$ cat src/rtl/intvec_pkg.sv
package intvec_pkg;
    localparam int unsigned DFLT_NUM_SRC = 12;
    localparam int unsigned DFLT_ADDR_W  = 16;

    // Table slot 0 is the reset entry; source k sits one slot higher.
    function automatic logic [31:0] slot_addr(input logic [31:0] src_idx);
        return (src_idx + 32'd1) << 1;
    endfunction
endpackage

$ cat src/rtl/intvec_pend.sv
module intvec_pend #(
    parameter int unsigned NUM_SRC = 12
) (
    input  logic               clk,
    input  logic               rst_n,
    input  logic [NUM_SRC-1:0] set_i,
    input  logic [NUM_SRC-1:0] clr_i,
    output logic [NUM_SRC-1:0] pend_o
);
    logic [NUM_SRC-1:0] pend_d, pend_q;

    // One sticky cell per source; a set in the clear cycle wins.
    for (genvar g = 0; g < NUM_SRC; g++) begin : g_cell
        always_comb begin
            pend_d[g] = (pend_q[g] & ~clr_i[g]) | set_i[g];
        end
    end

    always_ff @(posedge clk) begin
        if (!rst_n) pend_q <= '0;
        else        pend_q <= pend_d;
    end

    assign pend_o = pend_q;

    // a clear without a simultaneous set leaves the bit empty
    a_r7_clear_wins: assert property (@(posedge clk) disable iff (!rst_n)
        (|(clr_i & ~set_i)) |=> ((pend_q & $past(clr_i & ~set_i)) == '0));
endmodule

$ cat src/rtl/intvec_prio.sv
module intvec_prio #(
    parameter int unsigned NUM_SRC = 12,
    localparam int unsigned IDX_W  = $clog2(NUM_SRC)
) (
    input  logic [NUM_SRC-1:0] req_i,
    output logic               any_o,
    output logic [IDX_W-1:0]   idx_o
);
    always_comb begin
        idx_o = '0;
        // Scan downward so the lowest set index is written last.
        for (int i = NUM_SRC - 1; i >= 0; i--) begin
            if (req_i[i]) idx_o = IDX_W'(i);
        end
        any_o = |req_i;
    end
endmodule

$ cat src/rtl/intvec_ctrl.sv
module intvec_ctrl #(
    parameter int unsigned NUM_SRC = intvec_pkg::DFLT_NUM_SRC,
    parameter int unsigned ADDR_W  = intvec_pkg::DFLT_ADDR_W
) (
    input  logic               clk,
    input  logic               rst_n,
    input  logic [NUM_SRC-1:0] irq_req,
    input  logic               en_we,
    input  logic [NUM_SRC-1:0] en_wdata,
    input  logic               gie_we,
    input  logic               gie_wdata,
    input  logic               last_cycle,
    input  logic               vec_ack,
    output logic               vec_valid,
    output logic [ADDR_W-1:0]  vec_addr
);
    localparam int unsigned IDX_W = $clog2(NUM_SRC);

    typedef struct packed {
        logic [NUM_SRC-1:0] en;
        logic               gie;
        logic               valid;
        logic [IDX_W-1:0]   idx;
        logic [ADDR_W-1:0]  addr;
    } ctl_t;

    ctl_t               s_d, s_q;
    logic [NUM_SRC-1:0] pend;
    logic [NUM_SRC-1:0] clr_vec;
    logic               any_sel;
    logic [IDX_W-1:0]   sel_idx;
    logic               take;
    logic               ack_ok;

    intvec_pend #(.NUM_SRC(NUM_SRC)) u_pend (
        .clk    (clk),
        .rst_n  (rst_n),
        .set_i  (irq_req),
        .clr_i  (clr_vec),
        .pend_o (pend)
    );

    intvec_prio #(.NUM_SRC(NUM_SRC)) u_prio (
        .req_i (pend & s_q.en),
        .any_o (any_sel),
        .idx_o (sel_idx)
    );

    always_comb begin
        ack_ok  = vec_ack && s_q.valid;
        take    = last_cycle && s_q.gie && !s_q.valid && any_sel;
        clr_vec = ack_ok ? (NUM_SRC'(1) << s_q.idx) : '0;

        s_d = s_q;
        if (en_we)  s_d.en  = en_wdata;
        if (gie_we) s_d.gie = gie_wdata;
        if (ack_ok) s_d.valid = 1'b0;
        if (take) begin
            s_d.valid = 1'b1;
            s_d.idx   = sel_idx;
            s_d.addr  = ADDR_W'(intvec_pkg::slot_addr(32'(sel_idx)));
            s_d.gie   = 1'b0;
        end
    end

    always_ff @(posedge clk) begin
        if (!rst_n) s_q <= '0;
        else        s_q <= s_d;
    end

    assign vec_valid = s_q.valid;
    assign vec_addr  = s_q.addr;

    // an unacknowledged vector holds its address
    a_r8_hold: assert property (@(posedge clk) disable iff (!rst_n)
        (vec_valid && !vec_ack) |=> (vec_valid && $stable(vec_addr)));

    // acknowledge retires the vector
    a_r7_ack_drop: assert property (@(posedge clk) disable iff (!rst_n)
        (vec_valid && vec_ack) |=> !vec_valid);

    // a vector appears only after an instruction-end edge
    a_r3_only_last: assert property (@(posedge clk) disable iff (!rst_n)
        $rose(vec_valid) |-> $past(last_cycle));

    // taking a vector leaves the global enable cleared
    a_r6_gie_drop: assert property (@(posedge clk) disable iff (!rst_n)
        $rose(vec_valid) |-> (!s_q.gie && $past(s_q.gie)));

    // presented address lies inside the source part of the table
    a_r4_addr_range: assert property (@(posedge clk) disable iff (!rst_n)
        vec_valid |-> (!vec_addr[0] && vec_addr >= ADDR_W'(2)
                       && vec_addr <= ADDR_W'(2 * NUM_SRC)));
endmodule

$ cat config.mk
export PLATFORM = sky130hd
export DESIGN_NAME = intvec_ctrl
export DESIGN_NICKNAME = d
export VERILOG_FILES = /design/src/rtl/intvec_pkg.sv /design/src/rtl/intvec_pend.sv /design/src/rtl/intvec_prio.sv /design/src/rtl/intvec_ctrl.sv
export SDC_FILE = /design/constraint.sdc
export NUM_CORES = 1
export LEC_CHECK = 0
export BUFFER_PORTS_ARGS = -buffer_cell sky130_fd_sc_hd__clkbuf_2
export CAP_MARGIN = 20
export CORE_MARGIN = 2
export CORE_UTILIZATION = 24
export CTS_CLUSTER_SIZE = 28
export DETAILED_ROUTE_END_ITERATION = 10
export HOLD_SLACK_MARGIN = 0.08
export SLEW_MARGIN = 20
export SYNTH_ARGS = -nofsm -noshare
export SYNTH_HDL_FRONTEND = slang
export SYNTH_SLANG_ARGS = --single-unit
export TNS_END_PERCENT = 20
$ cat constraint.sdc
create_clock -name clk -period 2.2 [get_ports clk]
set_input_delay 0.44 -clock clk [delete_from_list [all_inputs] [get_ports clk]]
set_output_delay 0.44 -clock clk [all_outputs]
set_load 0.05 [all_outputs]
# Word-level counts from Yosys, hierarchy flattened
# Index checks and enable logic that the tools add are counted.
dict set report word_totals {
  reg_bits 45
}
dict set report op_classes {
  add_sub_neg 1
  shifts 1
  bitwise_logic 38
  muxes 15
  n_reduce_logical 8
}
# operator n
set op_table {}
lappend op_table {{$mux W4} 12}
lappend op_table {{$mux W21} 1}
lappend op_table {{$not A1 Y1} 13}
lappend op_table {{$and A1 B1 Y1} 12}
lappend op_table {{$and A12 B12 Y12} 1}
lappend op_table {{$mux W12} 1}
lappend op_table {{$or A1 B1 Y1} 12}
lappend op_table {{$reduce_or A12 Y1} 1}
lappend op_table {{$shl A1 B4 Y12 const A} 1}
lappend op_table {{$add A4 B1 Y5 const B} 1}
lappend op_table {{$logic_and A1 B1 Y1} 4}
lappend op_table {{$reduce_bool A2 Y1} 1}
lappend op_table {{$reduce_or A2 Y1} 1}
lappend op_table {{$logic_not A1 Y1} 1}
lappend op_table {{$mux W1} 1}

# Depth between registers and ports, before layout
# Gate-level depths: netlist of the first run.
dict set report depth {
  word_depth 15
  mapped_depth 9
  mapped_depth_nobuf 9
}

# Hierarchy
# Synthesis of the first run repeated with hierarchy kept, for this count alone.
dict set report unflattened {
  hier_cells 193
  area_unflattened_um2 1744.2
}
# module instances area_per_inst_um2 cells_each seq_area_each_um2
set modules_own_cells {}
lappend modules_own_cells {intvec_ctrl 1 1198.6 134 460.4}
lappend modules_own_cells {intvec_pend 1 416.6 37 240.2}
lappend modules_own_cells {intvec_prio 1 128.9 22 0.0}

# Worst setup path before layout of the first run
# OpenSTA, ideal clock, no wires.
dict set report synth_path {
  path_kind {register to register}
  start {register u_pend.pend_q[6] (netlist: u_pend.pend_o[6])}
  end {register s_q (netlist bit vec_addr[3])}
  synth_period_minus_slack_ns 1.654
  t_required_ns 2.072
  path_stages_with_launch 9
  slack_ns 0.546
  arrival_time_ns 1.526
  n_path_buf 0
  cell_sequence {dfxtp_1 > a22oi_1 > o21ai_0 > a21oi_1 > nor2_1 > ha_1 > xor2_1 > mux2i_1 > nor2_1}
}
dict set report synth_between {
  elab_chain_cells 9
  word_cells_on_any_way 11
}
# element line_no
set synth_rtl {}
lappend synth_rtl {{from (decl)} intvec_pend.sv:10} ;# logic [NUM_SRC-1:0] pend_d, pend_q;
lappend synth_rtl {{from (signal assigned)} intvec_pend.sv:21} ;# else pend_q <= pend_d;
lappend synth_rtl {{$and A12 B12 Y12} intvec_ctrl.sv:44} ;# .req_i (pend & s_q.en),
lappend synth_rtl {{$mux W4 (7 in series)} intvec_prio.sv:13} ;# if (req_i[i]) idx_o = IDX_W'(i);
lappend synth_rtl {{named net sel_idx[1]} intvec_ctrl.sv:31} ;# logic [IDX_W-1:0] sel_idx;
lappend synth_rtl {{$add A4 B1 Y5} intvec_pkg.sv:7} ;# return (src_idx + 32'd1) << 1;
lappend synth_rtl {{to (signal assigned)} intvec_ctrl.sv:67} ;# if (!rst_n) s_q <= '0;
lappend synth_rtl {{to (signal assigned)} intvec_ctrl.sv:68} ;# else s_q <= s_d;
lappend synth_rtl {{to (decl)} intvec_ctrl.sv:27} ;# ctl_t s_d, s_q;
# The timed path passes the listed nets, and every way through them passes these cells.
# A chain may end at the register's enable or synchronous reset.

# Worst setup path after layout of the first run
# Ends and elaborated chain as after synthesis.

==> results.sh, run 1 <==
export IMPL_cp_arrival_ps=2000
export IMPL_r2r_cells=8
export IMPL_crit_path_cell_trace="a22oi_1 -> o21ai_0 -> a21oi_1 -> nor2_1 -> ha_1 -> xor2_1 -> mux2i_1 -> nor2_1"
export IMPL_core_area_mm2=0.00672
export IMPL_hold_depth=3
export IMPL_syn_inst=186
export IMPL_placed_area_mm2=0.00181
export IMPL_crit_fanout=4
export IMPL_worstSkewPairLatency_ps=290
export IMPL_drv_slew=0
export IMPL_crit_top_cell="nor2_1"
export IMPL_synth_warnings=0
export IMPL_synth_edf_count=0
export IMPL_synthArstFlopShare_pct=0
export IMPL_cts_buffers=5
export IMPL_clk_path_buf_depth=2
export IMPL_min_period_over_period_pct=82.5
export IMPL_synth_area_mm2=0.00164
export IMPL_antenna_found_initial=0
export IMPL_synth_seq_cells=35
export IMPL_synth_largest_area_cell="dfxtp_1"
export IMPL_path_class="register to register"
export IMPL_first_pass_iters=4
export IMPL_post_cts_resized=0
export IMPL_grt_pass1_vias=1339
export IMPL_grt_pass1_wl_um=6510
export IMPL_tritoncts="built"
export IMPL_hold_viol=0
export IMPL_worstSetupEndpointType="register"
export IMPL_clkSlewWorstSetupHoldPaths_ps=70
export IMPL_dieArea_mm2=0.00751
export IMPL_status="complete, no violations"
export IMPL_power_leakage_nw=0.862
export IMPL_yosysSeqAreaShare_pct=42.7
export IMPL_first_iter_violations=79
export IMPL_syn_avg_cell_area_um2=8.82
export IMPL_netlist_top_cells_count="dfxtp_1 (35), nor2_1 (29), buf_4 (16), nand2_1 (16)"
export IMPL_maxCapViolations=0
export IMPL_io_pins=48
export IMPL_synth_most_common_cell="dfxtp_1"
export IMPL_yosysUniqueCellTypes=40
export IMPL_row_count=30
export IMPL_grt_total_usage_pct=11.2
export IMPL_critPathRequiredTime_ps=2380
export IMPL_root_buffer="clkbuf_8"
export IMPL_start_util_pct=24.4
export IMPL_final_antenna_net_count=0
export IMPL_remaining_drc_errors=0
export IMPL_grt_ovfl_total=0
export IMPL_synth_top_area_share_pct=42.7
export IMPL_slowest_delay_ps=410
export IMPL_drive_gt1_share_pct=22.4
export IMPL_tns_ps=0
export IMPL_grt_max_degree=19
export IMPL_wl_per_cell_um=13.0
export IMPL_vias=1337
export IMPL_post_cts_buffers=0
export IMPL_hold_buffers=0
export IMPL_critPathLaunchType="register"
export IMPL_pre_cts_ws_ps=391
export IMPL_die_w_um=86.7
export IMPL_fillers=727
export IMPL_hp_class="input port to register"
export IMPL_powerDensity_mw_per_mm2=784
export IMPL_skew_ps=4.91
export IMPL_cts_sinks=35
export IMPL_totalWireLength_um=3880
export IMPL_setup_ws_ps=384
export IMPL_final_area_mm2=0.00193
export IMPL_syn_to_final_growth_pct=17.4
export IMPL_critPathSlowestCell="a22oi_1"
export IMPL_diodes=0
export IMPL_nets=250
export IMPL_gp_congestion=0.815
export IMPL_fmax_mhz=551
export IMPL_die_y_um=86.7
export IMPL_fin_crit_ps=1820
export IMPL_synth_ff_type="dfxtp_1"
export IMPL_netlist_top_cells_area="dfxtp_1 (43%), mux2i_1 (8.5%), buf_4 (7.3%)"
export IMPL_cts_max_level=2
export IMPL_ir_worst_vdd_v=0.000341
export IMPL_total_power_mw=1.51
export IMPL_rsz0062_at_grt="false"
export IMPL_dp_hpwl_um=3010
export IMPL_portBuffers=36
export IMPL_finalSetupViolCount=0
export IMPL_vias_per_cell=4.47
placed cells by master, fill, tap and decap left out, types with 4 or more instances in the layout:
master	n
a21oi_1	14
dfxtp_1	35
a22oi_1	4
nand2_1	16
clkbuf_8	6
clkbuf_2	36
nand3_1	10
mux2i_1	14
conb_1	11
nor2_1	29
cell type report:
class	count	area [um^2]	share of cell area, %
multi-input cells	134	797	41.4
flip-flops and latches	35	701	36.4
repair buffers	38	195	10.1
well taps	80	100	5.20
clock buffers	6	82.6	4.29
clock inverters	2	35.0	1.82
inverters	4	15.0	0.780
where the power goes:
group          internal, mW  switching, mW  leakage [nW]
clock network         0.367          0.242        0.0612
logic                0.0772          0.129         0.512
registers             0.667         0.0282         0.289
total                  1.11          0.398         0.862
worst max-delay path: cells and delay by family, from the launching register on:
family / cells / cell delay, ps
AO/OA/AOI/OAI: 3 / 780
AND/OR/NAND/NOR: 2 / 110
flip-flops: 1 / 330
XOR/XNOR: 1 / 150
adder cells (fa/ha/maj): 1 / 190
multiplexers: 1 / 140
state kept, by name (all words and copies together), names as in the netlist:
name	flops
vec_valid	1
s_q	17
vec_addr	5
u_pend.pend_o	12
routing by layer:
layer	vias to the layer above	global-route usage, %	wire, um
li1	688	-	-
met1	596	14.9	1900
met2	45	16.9	1680
met3	8	3.05	232
met4	0	4.69	70
met5	-	0	0
through the flow:
step	std cells	hold slack, ps	utilization, %
4_1_cts	299	350	28.7
3_3_place_gp	291	459	26.9
5_1_grt	299	370	28.7
2_1_floorplan	196	445	-
6_report	299	350	28.7
3_5_place_dp	291	478	26.9
worst paths after layout:
check | slack [ps] | end | startpoint
worst min register to register | 480 | vec_addr[5] | vec_addr[5]
worst max-delay path | 380 | vec_addr[3] | u_pend.pend_o[6]
worst max register to register | 380 | vec_addr[3] | u_pend.pend_o[6]
worst min-delay path | 350 | u_pend.pend_o[10] | irq_req[10]
cell families (layout without fill, tap and decap cells):
group,Yosys count,after routing,synth area share (%)
buf+inv,27,50,11.0
compound gates,39,39,16.5
mux,14,14,8.54
xor+xnor,1,1,0.534
simple gates,68,68,19.8
fa+ha+maj,1,1,0.763
other cells,1,11,0.229
flops,35,35,42.7
(Power assumes the default switching activity.)
==> run 2, diff against run 1 <==
- clock period: 2.2 -> 1.7 ns (I/O delays scaled with it)
==> results.sh, run 2 (synthesis gave the netlist of run 1 again) <==
export IMPL_status="complete, no violations"
export IMPL_placed_area_mm2=0.00185
export IMPL_final_area_mm2=0.00195
export IMPL_hold_viol=0
export IMPL_largest_reg_flops=17
export IMPL_grt_ovfl_total=0
export IMPL_vias_per_cell=4.44
export IMPL_cp_top_family="compound AO/OA/AOI/OAI gates"
export IMPL_cts_max_level=2
export IMPL_timing_hold_ws_ps=267
export IMPL_io_pins=48
export IMPL_nets=256
export IMPL_min_period_over_period_pct=96.9
export IMPL_totalWireLength_um=3740
export IMPL_stdcell_count=305
export IMPL_hold_start="irq_req[1]"
export IMPL_grt_max_degree=18
export IMPL_final_antenna_net_count=0
export IMPL_final_common_cell="clkbuf_2"
export IMPL_dp_cells=297
export IMPL_root_buffer="clkbuf_8"
export IMPL_dieArea_mm2=0.00751
export IMPL_finalSetupViolCount=0
export IMPL_crit_start="u_pend.pend_o[9]"
export IMPL_dp_hpwl_um=2970
export IMPL_cp_arrival_ps=1830
export IMPL_crit_buf_inv=0
export IMPL_fin_crit_ps=1650
export IMPL_pwr_share_comb_pct=15.9
export IMPL_portBuffers=36
export IMPL_powerDensity_mw_per_mm2=897
export IMPL_critPathLaunchType="register"
export IMPL_clkSlewWorstSetupHoldPaths_ps=70
export IMPL_die_w_um=86.7
export IMPL_hold_depth=3
export IMPL_critPathRequiredTime_ps=1880
export IMPL_tritoncts="built"
export IMPL_pwr_share_seq_pct=51.6
export IMPL_drive_gt1_share_pct=25.8
export IMPL_ir_worst_vdd_v=0.000482
export IMPL_final_cell_mix="clkbuf_2 (36), dfxtp_1 (31), nor2_1 (29)"
export IMPL_use_met1_pct=14.6
export IMPL_grt_pass1_vias=1331
export IMPL_crit_top_cell="nor2_1"
export IMPL_gr_max_usage_layer="met2"
export IMPL_remaining_drc_errors=0
export IMPL_antenna_found_initial=0
export IMPL_worstSkewPairLatency_ps=280
export IMPL_setup_ws_ps=52.5
export IMPL_p_sw_mw=0.487
export IMPL_start_util_pct=24.4
export IMPL_internal_power_mw=1.26
export IMPL_first_pass_iters=4
export IMPL_diodes=0
export IMPL_hp_class="input port to register"
export IMPL_power_leakage_nw=0.871
export IMPL_rr_startpoint="u_pend.pend_o[9]"
export IMPL_cts_sinks=35
export IMPL_clk_path_buf_depth=2
export IMPL_tns_ps=0
export IMPL_rsz0062_at_grt="true"
export IMPL_cp_num_cells=8
export IMPL_grt_pass1_wl_um=6340
export IMPL_grt_use_met2_pct=16.2
export IMPL_core_area_mm2=0.00672
export IMPL_grt_total_usage_pct=10.7
export IMPL_crit_path_cell_trace="a22o_1 -> a31oi_1 -> o311a_1 -> nor2_1 -> ha_2 -> xor2_1 -> mux2i_1 -> nor2_1"
export IMPL_critPathSlowestCell="dfxtp_2"
export IMPL_drv_slew=0
export IMPL_vias=1355
export IMPL_path_class="register to register"
export IMPL_worstSetupEndpointType="register"
export IMPL_die_y_um=86.7
export IMPL_slowest_delay_ps=320
export IMPL_first_iter_violations=84
export IMPL_row_count=30
export IMPL_wl_per_cell_um=12.2
export IMPL_hold_buffers=0
export IMPL_pre_cts_ws_ps=47.4
export IMPL_cts_buffers=5
export IMPL_maxCapViolations=0
export IMPL_switching_share_pct=27.8
export IMPL_grt_util_met3_pct=3.05
export IMPL_clockPowerShare_pct=32.5
export IMPL_r2r_cells=8
export IMPL_top_register="s_q"
export IMPL_syn_to_final_growth_pct=18.8
export IMPL_gp_congestion=0.782
export IMPL_crit_fanout=3
export IMPL_fmax_mhz=607
export IMPL_skew_ps=6.11
[run 2: per-stage QoR]
step / utilization (%) / power, mW
floorplan: - / 1.13
global placement: 27.6 / 1.19
detailed placement: 27.6 / 1.19
CTS: 28.8 / 1.77
global route: 29.0 / 1.85
finish: 29.0 / 1.75
[run 2: final cells by class]
type | count | area, um^2
fillers | 722 | 4770
flip-flops and latches | 35 | 706
multi-input cells | 134 | 807
clock inverters | 1 | 5.00
repair buffers | 44 | 240
inverters | 4 | 15.0
well taps | 80 | 100
clock buffers | 7 | 76.3
[run 2: final timing paths]
| path | end | slack [ps] |
|---|---|---|
| worst max-delay path | vec_addr[3] | 50 |
| worst min-delay path | u_pend.pend_o[1] | 270 |
| worst max register to register | vec_addr[3] | 50 |
| worst min register to register | vec_addr[2] | 470 |
[run 2: repair_timing]
item | in CTS | in global routing
resized for setup | 0 | 6
setup endpoints to repair | 0 | 5
setup buffers | 0 | 0
[run 2: metal layers]
metal	routed length, um	share of wire (%)
met4	49	1.3
met5	0	0
met3	277	7.4
met2	1650	44
met1	1760	47
[run 2: worst register-to-register path, cell delays in order, from the launching register on]
cell and delay (ps):
dfxtp_2 320, a22o_1 230, a31oi_1 160, o311a_1 250, nor2_1 70, ha_2 180, xor2_1 150, mux2i_1 140
nor2_1 50
[run 2: power by group through the flow]
stage,logic (mW),clock network (mW),registers [mW]
final,0.278,0.569,0.902
after global routing,0.308,0.631,0.909
after CTS,0.278,0.590,0.900
after detailed placement,0.276,0,0.918
after global placement,0.273,0,0.918
after floorplan,0.224,0,0.909
==> run 3, diff against run 2 <==
- MAX_ROUTING_LAYER: not set -> met4
==> results.sh, run 3 (synthesis gave the netlist of run 1 again) <==
export IMPL_final_cell_mix="clkbuf_2 (36), dfxtp_1 (31), nor2_1 (29)"
export IMPL_clkSlewWorstSetupHoldPaths_ps=70
export IMPL_totalWireLength_um=3770
export IMPL_critPathRequiredTime_ps=1890
export IMPL_fin_crit_ps=1660
export IMPL_tns_ps=0
export IMPL_fmax_mhz=602
export IMPL_cts_max_level=2
export IMPL_final_common_cell="clkbuf_2"
export IMPL_grt_ovfl_total=0
export IMPL_gp_congestion=0.793
export IMPL_post_cts_buffers=0
export IMPL_status="complete, no violations"
export IMPL_top_register="s_q"
export IMPL_finalSetupViolCount=0
export IMPL_path_class="register to register"
export IMPL_hp_class="input port to register"
export IMPL_drv_slew=0
export IMPL_crit_fanout=3
export IMPL_nets=256
export IMPL_min_period_over_period_pct=97.7
export IMPL_first_pass_iters=4
export IMPL_vias_per_cell=4.42
export IMPL_critPathLaunchType="register"
export IMPL_core_area_mm2=0.00672
export IMPL_hold_depth=3
export IMPL_holdPathEnd="u_pend.pend_o[1]"
export IMPL_cp_arrival_ps=1850
export IMPL_root_buffer="clkbuf_8"
export IMPL_row_count=30
export IMPL_die_w_um=86.7
export IMPL_largest_reg_flops=17
export IMPL_max_slew_margin_rel_pct=66.6
export IMPL_highest_layer="met4"
export IMPL_start_util_pct=24.4
export IMPL_vias=1349
export IMPL_antenna_found_initial=0
export IMPL_skew_ps=9.52
export IMPL_rsz0062_at_grt="true"
export IMPL_dp_cells=297
export IMPL_drive_gt1_share_pct=25.8
export IMPL_worstSetupEndpointType="register"
export IMPL_dp_hpwl_um=2970
export IMPL_diodes=0
export IMPL_maxCapViolations=0
export IMPL_m1WireLength_um=1840
export IMPL_tritoncts="built"
export IMPL_grt_total_usage_pct=11.0
export IMPL_cts_sinks=35
export IMPL_stdcell_count=305
export IMPL_grt_pass1_wl_um=6340
export IMPL_worstSkewPairLatency_ps=290
export IMPL_total_power_mw=1.75
export IMPL_power_leakage_nw=0.871
export IMPL_hold_start="irq_req[1]"
export IMPL_wl_met2_um=1680
export IMPL_grt_pass1_vias=1330
export IMPL_r2r_cells=8
export IMPL_cts_buffers=5
export IMPL_powerDensity_mw_per_mm2=900
export IMPL_first_iter_violations=84
export IMPL_remaining_drc_errors=0
export IMPL_hold_viol=0
export IMPL_ir_worst_vdd_v=0.000483
export IMPL_fillers=722
export IMPL_portBuffers=36
export IMPL_dieArea_mm2=0.00751
export IMPL_die_y_um=86.7
export IMPL_io_pins=48
export IMPL_grt_max_degree=18
export IMPL_syn_to_final_growth_pct=18.8
export IMPL_final_antenna_net_count=0
export IMPL_clk_path_buf_depth=2
export IMPL_met3_length_um=241
export IMPL_rr_startpoint="u_pend.pend_o[9]"
export IMPL_regToRegSetupSlack_ps=40
export IMPL_r2r_end="vec_addr[3]"
export IMPL_wl_per_cell_um=12.4
export IMPL_worstMarginPinSlew_ps=497
[run 3: cell counts in the layout (fill, tap and decap cells not counted)]
No cell type changed its count.
[run 3: worst max-delay path, cell delays in order, from the launching register on]
cell     delay [ps]
dfxtp_2         330
a22o_1          230
a31oi_1         160
o311a_1         250
nor2_1           70
ha_2            180
xor2_1          150
mux2i_1         140
nor2_1           50
[run 3: worst max path at each step]
stage / to / cells after the start / startpoint / slack [ps]
finish: vec_addr[3] / 8 / u_pend.pend_o[9] / 40
global route: vec_addr[3] / 8 / u_pend.pend_o[9] / -20
CTS: vec_addr[3] / 8 / s_q[29] / 30
detailed placement: s_q[16] / 6 / u_pend.pend_o[3] / 50
global placement: vec_addr[3] / 8 / s_q[29] / 80
floorplan: vec_addr[3] / 8 / u_pend.pend_o[6] / 50
[run 3: routing by layer]
layer  vias to the layer above  global-route usage, %
met5                         -                      -
met4                         0                   3.69
met3                         2                   2.67
li1                        699                      -
met2                        46                   16.2
met1                       602                   14.8
[run 3: cell type report]
cell class                 count  area, um^2  share of cell area (%)
inverter                       4        15.0                   0.770
clock inverter                 1        5.00                   0.257
timing repair buffer          44         240                    12.3
multi-input combinational    134         807                    41.4
tap                           80         100                    5.13
sequential                    35         706                    36.2
clock buffer                   7        76.3                    3.92
[run 3: timing repair]
action	in CTS	in global routing
hold buffers	0	0
gates resized for setup	0	6
endpoints found under the setup margin	0	5
[run 3: power breakdown]
group          total (mW)  switching [mW]  internal [mW]
Combinational       0.278           0.169          0.109
Clock               0.574           0.287          0.287
Sequential          0.902          0.0364          0.865
[run 3: stage by stage]
step                      area (um^2)  utilization, %  hold WS (ps)  setup WS (ps)
final                            1950            29.0           267           38.4
after global routing             1950            29.0           264          -15.1
after CTS                        1930            28.8           257           29.4
after detailed placement         1850            27.6           468           47.4
after global placement           1850            27.6           462           81.3
after floorplan                  1680               -           445           46.1
